**config.mk**
```make
export PLATFORM = sky130hd
export DESIGN_NAME = spb_top
export DESIGN_NICKNAME = d
export VERILOG_FILES = /design/src/rtl/spb_pkg.sv /design/src/rtl/spb_stage.sv /design/src/rtl/spb_pipe.sv /design/src/rtl/spb_ctl.sv /design/src/rtl/spb_top.sv
export SDC_FILE = /design/constraint.sdc
export NUM_CORES = 1
export LEC_CHECK = 0
export BUFFER_PORTS_ARGS = -buffer_cell sky130_fd_sc_hd__buf_2
export CAP_MARGIN = 10
export CORE_ASPECT_RATIO = 0.75
export CORE_MARGIN = 2
export CORE_UTILIZATION = 27
export CTS_CLUSTER_DIAMETER = 120
export DETAILED_ROUTE_END_ITERATION = 10
export MAX_ROUTING_LAYER = met4
export PLACE_DENSITY_LB_ADDON = 0.3
export SLEW_MARGIN = 20
export SYNTH_ARGS = -nofsm -noshare
export SYNTH_HDL_FRONTEND = slang
export SYNTH_SLANG_ARGS = --single-unit
```
**constraint.sdc**
```tcl
create_clock -name clk -period 4.3 [get_ports clk]
set_clock_uncertainty 0.05 [all_clocks]
set_input_delay 0.43 -clock clk [delete_from_list [all_inputs] [get_ports clk]]
set_output_delay 0.43 -clock clk [all_outputs]
set_load 0.1 [all_outputs]
```
**src/rtl/spb_pkg.sv**
```systemverilog
// Shared definitions for the spare-stage bypass pipeline.
// Assumes a 32-bit datapath; the stage function is a placeholder mixer.
package spb_pkg;

    localparam int DW = 32;

    typedef enum logic [2:0] {
        S_IDLE,
        S_DRAIN,
        S_PUSH,
        S_WAIT,
        S_FIN
    } ctl_st_e;

    // One stage of work: rotate left by five, then add the round key.
    function automatic logic [DW-1:0] stage_fn(input logic [DW-1:0] x,
                                               input logic [DW-1:0] k);
        return {x[DW-6:0], x[DW-1:DW-5]} + k;
    endfunction

    // The stage function applied n times (used for the self-test golden value).
    function automatic logic [DW-1:0] stage_chain(input logic [DW-1:0] x,
                                                  input logic [DW-1:0] k,
                                                  input int n);
        logic [DW-1:0] v;
        v = x;
        for (int i = 0; i < n; i++) v = stage_fn(v, k);
        return v;
    endfunction

endpackage

```
**src/rtl/spb_stage.sv**
```systemverilog
// One pipeline stage with its bypass selector.
// When byp_sel is set, the input word is registered unchanged. Otherwise the
// stage function result is registered. stuck models a defect in the compute
// logic that forces its result to zero; the bypass path is assumed sound.
module spb_stage
    import spb_pkg::*;
#(
    parameter logic [DW-1:0] KEY = 32'h9E3779B9
) (
    input  logic          clk,
    input  logic          rst_n,
    input  logic          d_vld,
    input  logic [DW-1:0] d_dat,
    input  logic          byp_sel,
    input  logic          stuck,
    output logic          q_vld,
    output logic [DW-1:0] q_dat
);

    logic [DW-1:0] calc;

    // Compute path, including the injected defect.
    always_comb calc = stuck ? '0 : stage_fn(d_dat, KEY);

    // Stage register: valid flag and bypass-selected data.
    always_ff @(posedge clk) begin
        if (!rst_n) begin
            q_vld <= 1'b0;
            q_dat <= '0;
        end else begin
            q_vld <= d_vld;
            q_dat <= byp_sel ? d_dat : calc;
        end
    end

endmodule

```
**src/rtl/spb_pipe.sv**
```systemverilog
// Chain of N_STG+1 stages, one of which is bypassed according to byp_idx.
// Assumes byp_idx <= N_STG. Reports when no valid word is in flight.
module spb_pipe
    import spb_pkg::*;
#(
    parameter int            N_STG = 4,
    parameter logic [DW-1:0] KEY   = 32'h9E3779B9,
    localparam int           NS    = N_STG + 1,
    localparam int           IW    = $clog2(NS)
) (
    input  logic          clk,
    input  logic          rst_n,
    input  logic          in_vld,
    input  logic [DW-1:0] in_dat,
    input  logic [IW-1:0] byp_idx,
    input  logic [NS-1:0] stuck,
    output logic          out_vld,
    output logic [DW-1:0] out_dat,
    output logic          empty
);

    logic [NS:0]   vc;
    logic [DW-1:0] dc [NS+1];
    logic [NS-1:0] bsel;

    assign vc[0] = in_vld;
    assign dc[0] = in_dat;

    for (genvar g = 0; g < NS; g++) begin : g_stg
        assign bsel[g] = (byp_idx == IW'(g));
        spb_stage #(.KEY(KEY)) u_stg (
            .clk    (clk),
            .rst_n  (rst_n),
            .d_vld  (vc[g]),
            .d_dat  (dc[g]),
            .byp_sel(bsel[g]),
            .stuck  (stuck[g]),
            .q_vld  (vc[g+1]),
            .q_dat  (dc[g+1])
        );
    end

    assign out_vld = vc[NS];
    assign out_dat = dc[NS];
    assign empty   = ~|vc[NS:1];

    AST_ONE_BYPASS: assert property (@(posedge clk) disable iff (!rst_n)
        $countones(bsel) == 1);

endmodule

```
**src/rtl/spb_ctl.sv**
```systemverilog
// Self-test and margin-tuning sequencer.
// Self-test: drain the pipeline, try the spare bypass, then indices 0..N-1,
// pushing TEST_IN and comparing with its known image. Tuning repeats the
// self-test at each lower margin step and backs off one step when no single
// bypass works. Assumes st_start/tune_start are only pulsed while idle.
module spb_ctl
    import spb_pkg::*;
#(
    parameter int            N_STG   = 4,
    parameter int            MW      = 4,
    parameter logic [DW-1:0] KEY     = 32'h9E3779B9,
    parameter logic [DW-1:0] TEST_IN = 32'h0F1E2D3C,
    localparam int           NS      = N_STG + 1,
    localparam int           IW      = $clog2(NS)
) (
    input  logic          clk,
    input  logic          rst_n,
    input  logic          st_start,
    input  logic          tune_start,
    input  logic          p_out_vld,
    input  logic [DW-1:0] p_out_dat,
    input  logic          p_empty,
    output logic          busy,
    output logic          tst_push,
    output logic [IW-1:0] byp_idx,
    output logic          fatal,
    output logic [MW-1:0] margin
);

    localparam logic [IW-1:0] SPARE = IW'(N_STG);
    localparam logic [IW-1:0] LAST  = IW'(N_STG - 1);
    localparam logic [DW-1:0] GOLD  = stage_chain(TEST_IN, KEY, N_STG);

    ctl_st_e       st;
    logic          first;
    logic          tuning;
    logic [IW-1:0] cand;
    logic [IW-1:0] saved;
    logic          pass;

    // Decoded status toward the datapath and the ports.
    assign busy     = (st != S_IDLE);
    assign tst_push = (st == S_PUSH);
    assign pass     = (p_out_dat == GOLD);

    // Sequencer state, bypass choice, margin code and fatal flag.
    always_ff @(posedge clk) begin
        if (!rst_n) begin
            st      <= S_IDLE;
            first   <= 1'b1;
            tuning  <= 1'b0;
            cand    <= '0;
            saved   <= SPARE;
            byp_idx <= SPARE;
            fatal   <= 1'b0;
            margin  <= '1;
        end else begin
            case (st)
                S_IDLE: begin
                    if (st_start) begin
                        fatal  <= 1'b0;
                        tuning <= 1'b0;
                        first  <= 1'b1;
                        st     <= S_DRAIN;
                    end else if (tune_start && margin != '0) begin
                        fatal  <= 1'b0;
                        margin <= margin - 1'b1;
                        saved  <= byp_idx;
                        tuning <= 1'b1;
                        first  <= 1'b1;
                        st     <= S_DRAIN;
                    end
                end
                S_DRAIN: begin
                    if (p_empty) begin
                        byp_idx <= first ? SPARE : cand;
                        st      <= S_PUSH;
                    end
                end
                S_PUSH: st <= S_WAIT;
                S_WAIT: begin
                    if (p_out_vld) begin
                        if (pass) begin
                            if (tuning && margin != '0) begin
                                margin <= margin - 1'b1;
                                saved  <= byp_idx;
                                first  <= 1'b1;
                                st     <= S_DRAIN;
                            end else begin
                                tuning <= 1'b0;
                                st     <= S_IDLE;
                            end
                        end else if (first) begin
                            first <= 1'b0;
                            cand  <= '0;
                            st    <= S_DRAIN;
                        end else if (cand == LAST) begin
                            st <= S_FIN;
                        end else begin
                            cand <= cand + 1'b1;
                            st   <= S_DRAIN;
                        end
                    end
                end
                S_FIN: begin
                    byp_idx <= tuning ? saved : SPARE;
                    fatal   <= ~tuning;
                    if (tuning) margin <= margin + 1'b1;
                    tuning  <= 1'b0;
                    st      <= S_IDLE;
                end
                default: st <= S_IDLE;
            endcase
        end
    end

    AST_BYP_RANGE: assert property (@(posedge clk) disable iff (!rst_n)
        byp_idx <= SPARE);

    AST_FATAL_SPARE: assert property (@(posedge clk) disable iff (!rst_n)
        fatal |-> byp_idx == SPARE);

    AST_MARGIN_STEP: assert property (@(posedge clk) disable iff (!rst_n)
        !$stable(margin) |-> (margin == MW'($past(margin) + 1'b1)) ||
                             (margin == MW'($past(margin) - 1'b1)));

    AST_MARGIN_HOLD: assert property (@(posedge clk) disable iff (!rst_n)
        (!busy && !tune_start) |=> $stable(margin));

    AST_ZERO_TUNE: assert property (@(posedge clk) disable iff (!rst_n)
        (!busy && !st_start && tune_start && margin == '0) |=> !busy);

endmodule

```
**src/rtl/spb_top.sv**
```systemverilog
// Spare-stage bypass pipeline: N working stages plus one spare, a bypass
// selector per stage, and a self-test / margin-tuning sequencer. While the
// sequencer is busy, the external input is blocked and the output is masked.
module spb_top
    import spb_pkg::*;
#(
    parameter int            N_STG   = 4,
    parameter int            MW      = 4,
    parameter logic [DW-1:0] KEY     = 32'h9E3779B9,
    parameter logic [DW-1:0] TEST_IN = 32'h0F1E2D3C,
    localparam int           NS      = N_STG + 1,
    localparam int           IW      = $clog2(NS)
) (
    input  logic          clk,
    input  logic          rst_n,
    input  logic          in_valid,
    input  logic [DW-1:0] in_data,
    input  logic          st_start,
    input  logic          tune_start,
    input  logic [NS-1:0] flt_stuck,
    output logic          out_valid,
    output logic [DW-1:0] out_data,
    output logic          busy,
    output logic          fatal,
    output logic [IW-1:0] byp_idx,
    output logic [MW-1:0] margin
);

    logic          tst_push;
    logic          p_in_vld;
    logic [DW-1:0] p_in_dat;
    logic          p_out_vld;
    logic [DW-1:0] p_out_dat;
    logic          p_empty;

    // Input steering: the sequencer owns the pipeline while busy.
    always_comb begin
        p_in_vld = busy ? tst_push : in_valid;
        p_in_dat = busy ? TEST_IN  : in_data;
    end

    spb_pipe #(.N_STG(N_STG), .KEY(KEY)) u_pipe (
        .clk    (clk),
        .rst_n  (rst_n),
        .in_vld (p_in_vld),
        .in_dat (p_in_dat),
        .byp_idx(byp_idx),
        .stuck  (flt_stuck),
        .out_vld(p_out_vld),
        .out_dat(p_out_dat),
        .empty  (p_empty)
    );

    spb_ctl #(.N_STG(N_STG), .MW(MW), .KEY(KEY), .TEST_IN(TEST_IN)) u_ctl (
        .clk       (clk),
        .rst_n     (rst_n),
        .st_start  (st_start),
        .tune_start(tune_start),
        .p_out_vld (p_out_vld),
        .p_out_dat (p_out_dat),
        .p_empty   (p_empty),
        .busy      (busy),
        .tst_push  (tst_push),
        .byp_idx   (byp_idx),
        .fatal     (fatal),
        .margin    (margin)
    );

    // Output masking: test words never leave the block.
    assign out_valid = p_out_vld & ~busy;
    assign out_data  = p_out_dat;

    AST_SEL_FLUSHED: assert property (@(posedge clk) disable iff (!rst_n)
        !$stable(byp_idx) |-> $past(p_empty));

    AST_QUIET_BUSY: assert property (@(posedge clk) disable iff (!rst_n)
        busy |-> !out_valid);

endmodule

```
==> reports/metrics.cfg <==
[run_status]
result_of_the_run=finished, final reports clean

[grt]
groute.usage.overall_pct=16.25
wire_length_of_the_first_global_routing_pass_um=51260
grt_start_max_net_pins=47
grt.overflow.total=0
grt_pass1_vias=9076
antenna_violations_before_repair=0

[clock_network]
cts-htree-levels=4
clk_pin_slew_worst_paths_ns=0.07
tritoncts_clock_tree=done
numClockSinks=184
clock_path_buffers=2
insertion_delay_ns=0.45
cts.root.buffer_cell=sky130_fd_sc_hd__clkbuf_16
cts-buffers-inserted=17
cts.hold.buffers_added=0
ctsResizeCount=0
post-cts-setup-buffers=0

[timing]
fin_crit_sh_pct=69.36
finalHoldViolations=0
grt_setup_unrepaired=false
tightestPinTransition_ns=0.9956
setup_tns_ns=0
final-max-slew-violation-count=0
maxSlewHeadroom_pct=33.11
final_setup_vio_count=0
final.min_clock_period_ns=2.982
fmax_mhz=335.3

[cells_and_area]
multi_input_gate_area_in_the_final_layout_um2=6349
nFillCells=4190
final_cell_mix=sky130_fd_sc_hd__dfxtp_1 (184), sky130_fd_sc_hd__nand2_1 (145), sky130_fd_sc_hd__nor2_1 (136), sky130_fd_sc_hd__o21ai_0 (112), sky130_fd_sc_hd__buf_2 (83)
final-seq-area_um2=3684
layout-drive-gt1-share_pct=12.68
final_common_cell=sky130_fd_sc_hd__dfxtp_1
net_count_reported_at_finish=1389
final-instance-count-excl-fill=1861
syn_to_final_growth_pct=11.56
antennaDiodeCount=0

[drt]
remaining_drc_errors=0
detail_route.wl_per_cell_um=17.32
avgViaCountPerCell=5.328
detail_route.wirelength_um=32230
dr_total_vias=9916
drt_pre_antenna_iters=5
drt.antenna.violating_nets=0
drt_iter0_markers=1041

[floorplan]
boundary_pins=84
floorplan_die_area_um2=40780
initial_core_util_pct=27.48
rows=62
core_area_um2=38480
die_h_um=175.4
dieWidth_um=232.5

[place]
place.detailed.instances=1830
dpl.hpwl_um=24370
gp_congestion=0.8835
buffer_ports.inserted=83

[flow_run]
cap_violations=0

[power]
cellLeakagePower_nw=4.405
vdd.ir_drop.worst_mv=0.2945
p_per_area_nw_per_um2=397.6

[critical_path]
crit_path_top_delay_cell=sky130_fd_sc_hd__a21oi_1
timing.critical_path.buf_inv=0
rr_worst_depth=9
crit_cells=9
worst_path_most_repeated_cell=sky130_fd_sc_hd__a21oi_1
required_ns=4.63
data_arrival_time_of_the_worst_path_ns=3.31
capture_instance_of_the_worst_register_to_register_path=u_pipe.g_stg[0].u_stg.q_dat[26]
max_incr_delay_on_cp_ns=0.47
timing.critical_path.from_type=register
sequence_of_cells_on_the_critical_path=nor3_4 -> nand2b_1 -> ha_1 -> a21oi_1 -> nand4_1 -> a21oi_1 -> o221ai_1 -> xor2_1 -> o21ai_0
crit-reg2reg-launch=u_ctl.st[0]
reg2reg_setup_slack_ns=1.32
critical-path-top-delay-family=compound AO/OA/AOI/OAI gates
worstSetupEndpoint=u_pipe.g_stg[0].u_stg.q_dat[26]
setup.worst_path.start=u_ctl.st[0]
worst-setup-path-type=reg2reg
end_kind=register
critical_path.max_fanout=13

[synth]
mappedNetlistNets=1377
synth-main-ff-cell=sky130_fd_sc_hd__dfxtp_1
syn_inst=1325
yosys.area.top_type=sky130_fd_sc_hd__dfxtp_1
synth-edff-count=0
number_of_distinct_library_cells_after_synthesis=89
yosysSeqAreaShare_pct=34.83
synth.avg_cell_area_um2=7.981
synthArstFlopShare_pct=0
post_synth_instance_area_um2=10580
ys_seq_elements=184
synth_top_cell_area_share_pct=34.83
synth-warning-count=0
synth.top_cells.by_area=sky130_fd_sc_hd__dfxtp_1 (35%), sky130_fd_sc_hd__o21ai_0 (5.3%), sky130_fd_sc_hd__nand2_1 (5.1%)

[worst_hold_path]
worstHoldStart=in_valid
hold_path.class=in2reg
hold_path_depth=3

[synth_stat cells, types with 9 or more instances]
master,n
sky130_fd_sc_hd__nand2b_1,11
sky130_fd_sc_hd__o21ai_1,9
sky130_fd_sc_hd__a31oi_1,14
sky130_fd_sc_hd__mux2i_1,12
sky130_fd_sc_hd__a22oi_1,47
sky130_fd_sc_hd__inv_1,16
sky130_fd_sc_hd__nand4_1,11
sky130_fd_sc_hd__dfxtp_1,184
sky130_fd_sc_hd__nand3_1,25
sky130_fd_sc_hd__a32oi_1,10
sky130_fd_sc_hd__nor2_1,136
sky130_fd_sc_hd__and3_1,15
sky130_fd_sc_hd__nand2_1,145
sky130_fd_sc_hd__ha_1,9
sky130_fd_sc_hd__clkbuf_1,57
sky130_fd_sc_hd__a211oi_1,11
sky130_fd_sc_hd__or3_1,17
sky130_fd_sc_hd__xor2_1,58
sky130_fd_sc_hd__nor3_1,58
sky130_fd_sc_hd__xnor2_1,51
sky130_fd_sc_hd__and2_1,17
sky130_fd_sc_hd__buf_4,32
sky130_fd_sc_hd__nor3b_1,12
sky130_fd_sc_hd__or4_1,9
sky130_fd_sc_hd__o21ai_0,112
sky130_fd_sc_hd__a21oi_1,69
[report_power, final]
group	internal, mW	switching (mW)
combinational	0.349	0.766
clock	0.833	0.708
sequential	1.84	0.198
[cells by family after synthesis]
family,count (synthesis),share of synthesized area (%)
buffers and inverters,118,5.454
adder cells (fa/ha/maj),10,1.254
AND/OR/NAND/NOR,507,23.63
flip-flops,184,34.83
AO/OA/AOI/OAI,379,24.03
XOR/XNOR,109,9.027
multiplexers,18,1.775
[sequential cells by signal, indices dropped and copies added, names as in the netlist, 3 cells and up]
register,cells
u_pipe.g_stg.u_stg.q_dat,160
u_pipe.g_stg.u_stg.q_vld,5
u_ctl.margin,4
u_ctl.byp_idx,3
u_ctl.cand,3
u_ctl.saved,3
u_ctl.st,3
[through the flow]
step           util (%)  instance area, um2  setup WS (ns)  power, mW  hold slack (ns)
3_3_place_gp      29.16               11220          1.501      3.175           0.3890
4_1_cts           30.63               11790          1.360      4.720           0.1905
2_1_floorplan         -               10580          1.245      2.919           0.3805
5_1_grt           30.66               11800          1.022      4.920           0.2176
3_5_place_dp      29.16               11220          1.392      3.172           0.3927
6_report          30.66               11800          1.318      4.691           0.2030
[routing by layer]
metal	share of wire, %	track usage, %	vias up
li1	-	-	4793
met1	52	24.34	4742
met2	40	21.91	351
met3	6.1	2.987	30
met4	1.4	4.273	0
met5	0	-	-
[worst min-delay path: stages]
cell and delay (ns):
sky130_fd_sc_hd__buf_2 0.09, sky130_fd_sc_hd__nor2_1 0.07, sky130_fd_sc_hd__nor3_1 0.05
[layout make-up]
type | instances | area share, %
inverters | 18 | 0.5727
clock buffers | 19 | 3.839
well taps | 512 | 5.430
flip-flops and latches | 184 | 31.22
multi-input cells | 1023 | 53.81
repair buffers | 93 | 4.157
clock inverters | 12 | 0.9651
[how the worst min path moves through the flow]
stage / to / slack, ns
floorplan: u_pipe.g_stg[3].u_stg.q_vld / 0.38
global placement: u_pipe.g_stg[3].u_stg.q_vld / 0.39
detailed placement: u_pipe.g_stg[4].u_stg.q_vld / 0.39
CTS: u_pipe.g_stg[0].u_stg.q_vld / 0.19
global route: u_pipe.g_stg[0].u_stg.q_dat[21] / 0.22
finish: u_pipe.g_stg[0].u_stg.q_vld / 0.20
Note: power is estimated with default switching activity, not from simulation.
